--- src/rtl/dphy_ta_pkg.sv ---
package dphy_ta_pkg;

   typedef enum logic [3:0] {
      S_TX_STOP   = 4'd0,
      S_REL_STOP  = 4'd1,
      S_REL_M1A   = 4'd2,
      S_REL_BRA   = 4'd3,
      S_REL_M1B   = 4'd4,
      S_REL_GO    = 4'd5,
      S_RX_LISTEN = 4'd6,
      S_RX_SURE   = 4'd7,
      S_RX_GET    = 4'd8,
      S_RX_M1     = 4'd9,
      S_ULPS      = 4'd10,
      S_WAKE      = 4'd11
   } ta_state_t;

   // low-power pair codes, {positive wire, negative wire}
   localparam logic [1:0] LINE_STOP   = 2'b11;
   localparam logic [1:0] LINE_MARK1  = 2'b10;
   localparam logic [1:0] LINE_BRIDGE = 2'b00;

endpackage

--- src/rtl/dphy_ta_cycle_timer.sv ---
module dphy_ta_cycle_timer #(
   parameter int W = 11
) (
   input  logic         clk,
   input  logic         rst_n,
   input  logic         clear,
   input  logic [W-1:0] dur,
   output logic         done
);

   localparam logic [W-1:0] ONE = {{(W-1){1'b0}}, 1'b1};

   logic [W-1:0] count_q;

   always_ff @(posedge clk or negedge rst_n) begin
      if (!rst_n)     count_q <= '0;
      else if (clear) count_q <= '0;
      else            count_q <= count_q + ONE;
   end

   assign done = (count_q == (dur - ONE));

   // the owner of this timer restarts it on every terminal count
   AST_CLEAR_AFTER_DONE: assert property (@(posedge clk) disable iff (!rst_n)
      done |=> (count_q == '0));

endmodule

--- src/rtl/dphy_ta_limits.sv ---
module dphy_ta_limits #(
   parameter int LPX_W    = 8,
   parameter int MIN_LPX  = 10,
   parameter int WAKE_W   = 20,
   parameter int MIN_WAKE = 200000,
   parameter int SEG_W    = LPX_W + 3
) (
   input  logic [LPX_W-1:0]  lpx_cycles,
   input  logic [LPX_W:0]    sure_cycles,
   input  logic [WAKE_W-1:0] wake_cycles,
   output logic [SEG_W-1:0]  lpx_dur,
   output logic [SEG_W-1:0]  go_dur,
   output logic [SEG_W-1:0]  get_dur,
   output logic [SEG_W-1:0]  sure_dur,
   output logic [WAKE_W-1:0] wake_dur
);

   localparam logic [LPX_W-1:0]  MIN_LPX_V  = LPX_W'(MIN_LPX);
   localparam logic [WAKE_W-1:0] MIN_WAKE_V = WAKE_W'(MIN_WAKE);

   logic [LPX_W-1:0] unit;
   logic [LPX_W:0]   unit_x1;
   logic [LPX_W:0]   unit_x2;
   logic [LPX_W:0]   sure_eff;

   generate
      if (MIN_LPX <= 1) begin : g_unit_raw
         assign unit = lpx_cycles;
      end else begin : g_unit_clamp
         assign unit = (lpx_cycles < MIN_LPX_V) ? MIN_LPX_V : lpx_cycles;
      end
   endgenerate

   assign unit_x1 = {1'b0, unit};
   assign unit_x2 = {unit, 1'b0};

   always_comb begin
      if (sure_cycles < unit_x1)      sure_eff = unit_x1;
      else if (sure_cycles > unit_x2) sure_eff = unit_x2;
      else                            sure_eff = sure_cycles;
   end

   assign lpx_dur  = {3'b000, unit};
   assign go_dur   = {1'b0, unit, 2'b00};
   assign get_dur  = go_dur + lpx_dur;
   assign sure_dur = {2'b00, sure_eff};
   assign wake_dur = (wake_cycles < MIN_WAKE_V) ? MIN_WAKE_V : wake_cycles;

endmodule

--- src/rtl/dphy_ta_fsm.sv ---
module dphy_ta_fsm
   import dphy_ta_pkg::*;
#(
   parameter int SEG_W       = 11,
   parameter bit RESET_OWNER = 1'b1
) (
   input  logic             clk,
   input  logic             rst_n,
   input  logic             ta_req,
   input  logic             ulps_req,
   input  logic [1:0]       line_in,
   input  logic [SEG_W-1:0] lpx_dur,
   input  logic [SEG_W-1:0] go_dur,
   input  logic [SEG_W-1:0] get_dur,
   input  logic [SEG_W-1:0] sure_dur,
   input  logic             seg_done,
   input  logic             wake_done,
   output logic             seg_clear,
   output logic [SEG_W-1:0] seg_dur,
   output logic             wake_clear,
   output logic [1:0]       line_out,
   output logic             drive_en,
   output logic             dir_tx
);

   ta_state_t state_q, state_d, rst_state;
   logic      timed;

   generate
      if (RESET_OWNER) begin : g_rst_owner
         assign rst_state = S_TX_STOP;
      end else begin : g_rst_listen
         assign rst_state = S_RX_LISTEN;
      end
   endgenerate

   always_ff @(posedge clk or negedge rst_n) begin
      if (!rst_n) state_q <= rst_state;
      else        state_q <= state_d;
   end

   always_comb begin
      state_d = state_q;
      case (state_q)
         S_TX_STOP: begin
            if (ulps_req)    state_d = S_ULPS;
            else if (ta_req) state_d = S_REL_STOP;
         end
         S_REL_STOP:  if (seg_done) state_d = S_REL_M1A;
         S_REL_M1A:   if (seg_done) state_d = S_REL_BRA;
         S_REL_BRA:   if (seg_done) state_d = S_REL_M1B;
         S_REL_M1B:   if (seg_done) state_d = S_REL_GO;
         S_REL_GO:    if (seg_done) state_d = S_RX_LISTEN;
         S_RX_LISTEN: if (line_in == LINE_MARK1) state_d = S_RX_SURE;
         S_RX_SURE:   if (seg_done) state_d = S_RX_GET;
         S_RX_GET:    if (seg_done) state_d = S_RX_M1;
         S_RX_M1:     if (seg_done) state_d = S_TX_STOP;
         S_ULPS:      if (!ulps_req) state_d = S_WAKE;
         S_WAKE:      if (wake_done) state_d = S_TX_STOP;
         default:     state_d = rst_state;
      endcase
   end

   always_comb begin
      case (state_q)
         S_REL_STOP, S_REL_M1A, S_REL_BRA, S_REL_M1B, S_REL_GO,
         S_RX_SURE, S_RX_GET, S_RX_M1: timed = 1'b1;
         default:                      timed = 1'b0;
      endcase
   end

   always_comb begin
      case (state_q)
         S_REL_GO:  seg_dur = go_dur;
         S_RX_SURE: seg_dur = sure_dur;
         S_RX_GET:  seg_dur = get_dur;
         default:   seg_dur = lpx_dur;
      endcase
   end

   assign seg_clear  = !timed || (state_d != state_q);
   assign wake_clear = (state_q != S_WAKE) || (state_d != state_q);

   always_comb begin
      line_out = LINE_STOP;
      drive_en = 1'b1;
      dir_tx   = 1'b1;
      case (state_q)
         S_REL_M1A, S_REL_M1B, S_WAKE: line_out = LINE_MARK1;
         S_REL_BRA, S_REL_GO, S_ULPS:  line_out = LINE_BRIDGE;
         S_RX_LISTEN, S_RX_SURE: begin
            drive_en = 1'b0;
            dir_tx   = 1'b0;
         end
         S_RX_GET: begin
            line_out = LINE_BRIDGE;
            dir_tx   = 1'b0;
         end
         S_RX_M1: begin
            line_out = LINE_MARK1;
            dir_tx   = 1'b0;
         end
         default: ;
      endcase
   end

   AST_RELEASE_UNDRIVEN: assert property (@(posedge clk) disable iff (!rst_n)
      $fell(dir_tx) |-> !drive_en);

   AST_TAKEOVER_LEVELS: assert property (@(posedge clk) disable iff (!rst_n)
      (!dir_tx && drive_en) |-> (line_out != LINE_STOP));

   AST_OWNER_FROM_MARK1: assert property (@(posedge clk) disable iff (!rst_n)
      $rose(dir_tx) |-> ($past(line_out) == LINE_MARK1 && line_out == LINE_STOP));

   AST_ULPS_FIRST: assert property (@(posedge clk) disable iff (!rst_n)
      (state_q == S_TX_STOP && ulps_req) |=> (line_out == LINE_BRIDGE && drive_en));

   AST_WAKE_MARK1: assert property (@(posedge clk) disable iff (!rst_n)
      (state_q == S_ULPS && !ulps_req) |=> (line_out == LINE_MARK1 && drive_en));

   AST_LISTEN_QUIET: assert property (@(posedge clk) disable iff (!rst_n)
      (state_q == S_RX_LISTEN && line_in != LINE_MARK1) |=> !drive_en);

endmodule

--- src/rtl/dphy_ta_ctrl.sv ---
module dphy_ta_ctrl #(
   parameter int LPX_W       = 8,
   parameter int MIN_LPX     = 10,
   parameter int WAKE_W      = 20,
   parameter int MIN_WAKE    = 200000,
   parameter bit RESET_OWNER = 1'b1
) (
   input  logic              clk,
   input  logic              rst_n,
   input  logic [LPX_W-1:0]  lpx_cycles,
   input  logic [LPX_W:0]    sure_cycles,
   input  logic [WAKE_W-1:0] wake_cycles,
   input  logic              ta_req,
   input  logic              ulps_req,
   input  logic [1:0]        line_in,
   output logic [1:0]        line_out,
   output logic              drive_en,
   output logic              dir_tx
);

   localparam int SEG_W = LPX_W + 3;

   initial begin
      AST_PARAM_LPX: assert (MIN_LPX >= 1 && MIN_LPX < (1 << LPX_W))
         else $error("MIN_LPX out of range");
      AST_PARAM_WAKE: assert (MIN_WAKE >= 1 && MIN_WAKE < (1 << WAKE_W))
         else $error("MIN_WAKE out of range");
   end

   logic [SEG_W-1:0]  lpx_dur, go_dur, get_dur, sure_dur, seg_dur;
   logic [WAKE_W-1:0] wake_dur;
   logic              seg_clear, seg_done, wake_clear, wake_done;

   dphy_ta_limits #(
      .LPX_W(LPX_W), .MIN_LPX(MIN_LPX), .WAKE_W(WAKE_W),
      .MIN_WAKE(MIN_WAKE), .SEG_W(SEG_W)
   ) limits_i (
      .lpx_cycles(lpx_cycles), .sure_cycles(sure_cycles),
      .wake_cycles(wake_cycles), .lpx_dur(lpx_dur), .go_dur(go_dur),
      .get_dur(get_dur), .sure_dur(sure_dur), .wake_dur(wake_dur)
   );

   dphy_ta_cycle_timer #(.W(SEG_W)) seg_timer_i (
      .clk(clk), .rst_n(rst_n), .clear(seg_clear), .dur(seg_dur),
      .done(seg_done)
   );

   dphy_ta_cycle_timer #(.W(WAKE_W)) wake_timer_i (
      .clk(clk), .rst_n(rst_n), .clear(wake_clear), .dur(wake_dur),
      .done(wake_done)
   );

   dphy_ta_fsm #(.SEG_W(SEG_W), .RESET_OWNER(RESET_OWNER)) fsm_i (
      .clk(clk), .rst_n(rst_n), .ta_req(ta_req), .ulps_req(ulps_req),
      .line_in(line_in), .lpx_dur(lpx_dur), .go_dur(go_dur),
      .get_dur(get_dur), .sure_dur(sure_dur), .seg_done(seg_done),
      .wake_done(wake_done), .seg_clear(seg_clear), .seg_dur(seg_dur),
      .wake_clear(wake_clear), .line_out(line_out), .drive_en(drive_en),
      .dir_tx(dir_tx)
   );

endmodule

--- config.mk ---
export PLATFORM = sky130hd
export DESIGN_NAME = dphy_ta_ctrl
export DESIGN_NICKNAME = d
export VERILOG_FILES = /design/src/rtl/dphy_ta_pkg.sv /design/src/rtl/dphy_ta_cycle_timer.sv /design/src/rtl/dphy_ta_limits.sv /design/src/rtl/dphy_ta_fsm.sv /design/src/rtl/dphy_ta_ctrl.sv
export SDC_FILE = /design/constraint.sdc
export NUM_CORES = 1
export LEC_CHECK = 0
export ABC_AREA = 0
export BUFFER_PORTS_ARGS = -buffer_cell sky130_fd_sc_hd__buf_2
export CORE_ASPECT_RATIO = 0.7
export CORE_MARGIN = 2
export CORE_UTILIZATION = 44
export DETAILED_ROUTE_END_ITERATION = 7
export GPL_ROUTABILITY_DRIVEN = 0
export SETUP_SLACK_MARGIN = 0.4
export SLEW_MARGIN = 20
export SYNTH_ARGS = -nofsm -noshare
export SYNTH_HDL_FRONTEND = slang
export SYNTH_SLANG_ARGS = --single-unit
export TNS_END_PERCENT = 100
--- constraint.sdc ---
create_clock -name clk -period 5.4 [get_ports clk]
set_input_delay 1.35 -clock clk [delete_from_list [all_inputs] [get_ports clk]]
set_output_delay 1.35 -clock clk [all_outputs]
set_load 0.05 [all_outputs]
==> impl_metrics.py <==
metrics = {
    "detailed_routing": {
        "detail-route-antenna-nets": 0,
        "drt-total-wl_mm": 13.6,
        "wl_per_cell_um": 17.5,
        "firstDrtPassIters": 5,
        "post_drt_via_cell_ratio": 6.11,
        "drt_iter0_markers": 467,
        "vias": 4750,
        "route.detailed.drc": 0,
    },
    "power_and_ir_drop": {
        "switching_share": 0.446,
        "switchingPower_uw": 603,
        "internal_power_uw": 748,
        "p_leak_uw": 0.00227,
        "powerDensity_nw_per_um2": 245,
        "comb_power_share": 0.525,
        "peakVddDrop_mv": 0.192,
        "p_clk_frac": 0.209,
        "pwr-share-seq": 0.266,
    },
    "clocking": {
        "clock-root-buffer": "clkbuf_16",
        "cts.sink_count": 35,
        "numCtsBuffers": 5,
        "holdBufCountCts": 0,
        "htree_levels": 2,
        "clock_path_buffers": 2,
        "clk_pin_slew_worst_paths_ns": 0.05,
        "tritoncts": "yes",
        "clock_latency_ns": 0.28,
    },
    "synthesis": {
        "ys_warn_count": 0,
        "synth-xor-area-share": 0.135,
        "synth_top_family_by_area": "simple AND/OR/NAND/NOR gates",
        "netlist.area_leader.share": 0.199,
        "synthSimpleGateAreaFrac": 0.278,
        "yosysSeqAreaShare": 0.199,
        "synthCells": 579,
        "synth.cell_area_um2": 4400,
        "synth_compound_area_frac": 0.238,
        "synth_fa_ha_area_frac": 0.0779,
        "ys_types": 74,
        "yosys.area.top_type": "dfrtp_1",
        "postSynthNetCount": 648,
        "syn_area_per_cell_um2": 7.60,
        "synth_mux_area_frac": 0.0216,
        "synth-main-ff-cell": "dfrtp_1",
        "synthTopCellsByArea": "dfrtp_1 (20%), xor2_1 (7.4%), ha_1 (7.1%), xnor2_1 (6.2%), nor2_1 (5.4%)",
        "synth_edf_count": 0,
        "ys_ff_latch": 35,
        "async_flop_share": 1.00,
    },
    "critical_path": {
        "crit_slowest_cell": "or4_4",
        "reg2reg_setup_slack_ns": 1.36,
        "crit_top_cell": "buf_6",
        "crit_path_start_kind": "primary input",
        "criticalPathCategory": "primary input to register",
        "worstPathArrival_ns": 5.50,
        "crit_fanout": 7,
        "worst_setup_path_end_kind": "register",
        "slowest_delay_ns": 0.57,
        "path_cells": "buf_6, or4_4, o21ai_4, inv_2, ha_4, fa_2, xor2_1, o21ai_1, o31ai_2, o31a_1, o22ai_2, buf_4, nor2_2, xor2_2, nor3_2, o311ai_4, nor4_4, buf_6, nand4_1, mux2_4",
        "crit_path_start": "lpx_cycles[7]",
        "r2r_start": "fsm_i.state_q[1]$_DFF_PN0_",
        "critPathRequiredTime_ns": 5.56,
    },
    "global_routing": {
        "grt_pass1_vias": 4133,
        "grt_pass1_wl_mm": 20.9,
        "antenna_found_initial": 0,
        "grt-ovfl-total": 0,
        "grt_max_degree": 36,
        "grt_use_total": 0.244,
    },
    "finish": {
        "fillCellCount": 909,
        "utilization": 0.567,
        "multi_input_area_um2": 3630,
        "area_growth_pct": 25.2,
        "nets": 719,
        "ff_latch_area_um2": 876,
        "drive_gt1_frac": 0.255,
        "insertedDiodeCount": 0,
    },
    "floorplanning": {
        "chipHeight_um": 87.7,
        "die_w_um": 124,
        "die_area_um2": 10800,
        "ios": 47,
        "coreArea_um2": 9720,
        "start_util": 0.453,
        "rows": 30,
    },
    "placed_design": {
        "portBuffers": 46,
        "dp_hpwl_mm": 10.3,
    },
    "timing": {
        "fin_crit_sh": 0.989,
        "rsz0062_at_grt": "yes",
        "slew_viol_final": 0,
        "slew_headroom": 0.469,
        "period_minus_slack_ns": 5.34,
        "worstMarginPinSlew_ns": 0.796,
        "finClkSkew_ns": 0.00390,
        "clock.fmax_mhz": 187,
        "setup_viol_count_final": 0,
        "tns_ns": 0,
        "hold_viol": 0,
    },
    "run_status": {
        "status": "finished clean",
    },
    "min_path": {
        "hp-class": "register to register",
        "worstHoldStart": "wake_timer_i.count_q[0]$_DFF_PN0_",
    },
    "job": {
        "drv_cap": 0,
    },
}
[timing repair]
| action | in CTS | in global routing |
|---|---|---|
| setup buffers | 9 | 7 |
| pin swaps | 18 | 23 |
| setup endpoints to repair | 15 | 35 |
| gates resized for setup | 14 | 33 |
| cloned | 0 | 1 |
[cells in the mapped netlist, drive strengths merged, types with 4 or more instances]
master	instances
a211oi	4
a21o	5
a21oi	31
a31oi	6
and2	4
and3	8
and4	4
buf	8
clkbuf	21
dfrtp	35
ha	25
inv	25
mux2	4
mux2i	5
nand2	36
nand2b	7
nand3	28
nand4	5
nand4b	4
nor2	63
nor2b	4
nor3	24
nor3b	4
nor4	11
o2111ai	4
o211ai	7
o21ai	42
o22ai	6
o31ai	7
or2	6
or4	9
xnor2	31
xor2	37
[worst max-delay path: cells and delay by family]
kind                     cells  cell delay [ns]
buffers and inverters        4             0.50
AO/OA/AOI/OAI                6             1.20
XOR/XNOR                     2             0.35
AND/OR/NAND/NOR              5             1.22
multiplexers                 1             0.34
adder cells (fa/ha/maj)      2             0.53
[state kept, by name, summed over array words and instances, names as in the netlist]
name,flops
seg_timer_i.count_q,11
fsm_i.state_q,4
wake_timer_i.count_q,20
[final timing paths]
kind / cells after the start / endpoint
max: 20 / fsm_i.state_q[2]$_DFF_PN0_
min: 1 / wake_timer_i.count_q[0]$_DFF_PN0_
max reg2reg: 14 / fsm_i.state_q[2]$_DFF_PN0_
min reg2reg: 1 / wake_timer_i.count_q[0]$_DFF_PN0_
max in group asynchronous: 1 / wake_timer_i.count_q[13]$_DFF_PN0_
min in group asynchronous: 1 / fsm_i.state_q[1]$_DFF_PN0_
[power by group through the flow]
stage                     Clock [µW]  Combinational [µW]  Sequential [µW]
after floorplan                    0                 490              319
after global placement             0                 600              362
after detailed placement           0                 606              361
after CTS                        291                 629              357
after global routing             304                 770              365
final                            282                 709              359
[cells in the final DEF (no fill, tap or decap), drive strengths merged, types with 8 or more instances in the layout]
| master | netlist | layout |
|---|---|---|
| or4 | 9 | 9 |
| inv | 25 | 25 |
| dfrtp | 35 | 35 |
| nor3 | 24 | 24 |
| ha | 25 | 25 |
| nand3 | 28 | 28 |
| nor4 | 11 | 11 |
| and3 | 8 | 8 |
| o21ai | 42 | 42 |
| xor2 | 37 | 37 |
| nor2 | 63 | 63 |
| nand2 | 36 | 36 |
| xnor2 | 31 | 31 |
| a21oi | 31 | 31 |
| buf | 8 | 92 |
[cell families (layout without fill, tap and decap cells)]
kind of cell	Yosys count	count (layout)
multiplexers	9	9
adder cells (fa/ha/maj)	27	27
AND/OR/NAND/NOR	230	230
flip-flops	35	35
XOR/XNOR	68	68
AO/OA/AOI/OAI	156	157
buffers and inverters	54	124
[per-stage QoR]
step	hold slack, ns	power, µW	instances	worst slack [ns]	area [µm²]
2_1_floorplan	0.494	809	579	0.379	4530
3_3_place_gp	0.534	962	754	-0.0316	5000
3_5_place_dp	0.550	968	754	-0.0877	5000
4_1_cts	0.561	1280	770	0.356	5300
5_1_grt	0.576	1440	778	-0.0535	5510
6_report	0.564	1350	778	0.0587	5510
[metal layers]
metal | vias to the layer above | routed length (µm) | GRT usage
met5 | - | 0 | 0
met4 | 0 | 25 | 0.0217
met3 | 7 | 1370 | 0.0605
met2 | 176 | 5280 | 0.322
met1 | 2270 | 6940 | 0.400
li1 | 2297 | - | -
[final cells by class]
type,count,area share
Multi-Input combinational cell,491,0.659
Sequential cell,35,0.159
Timing Repair Buffer,92,0.110
Tap cell,128,0.0291
Clock buffer,6,0.0252
Inverter,25,0.0170
Clock inverter,1,0.000909
Power figures use the tool's default switching activity.
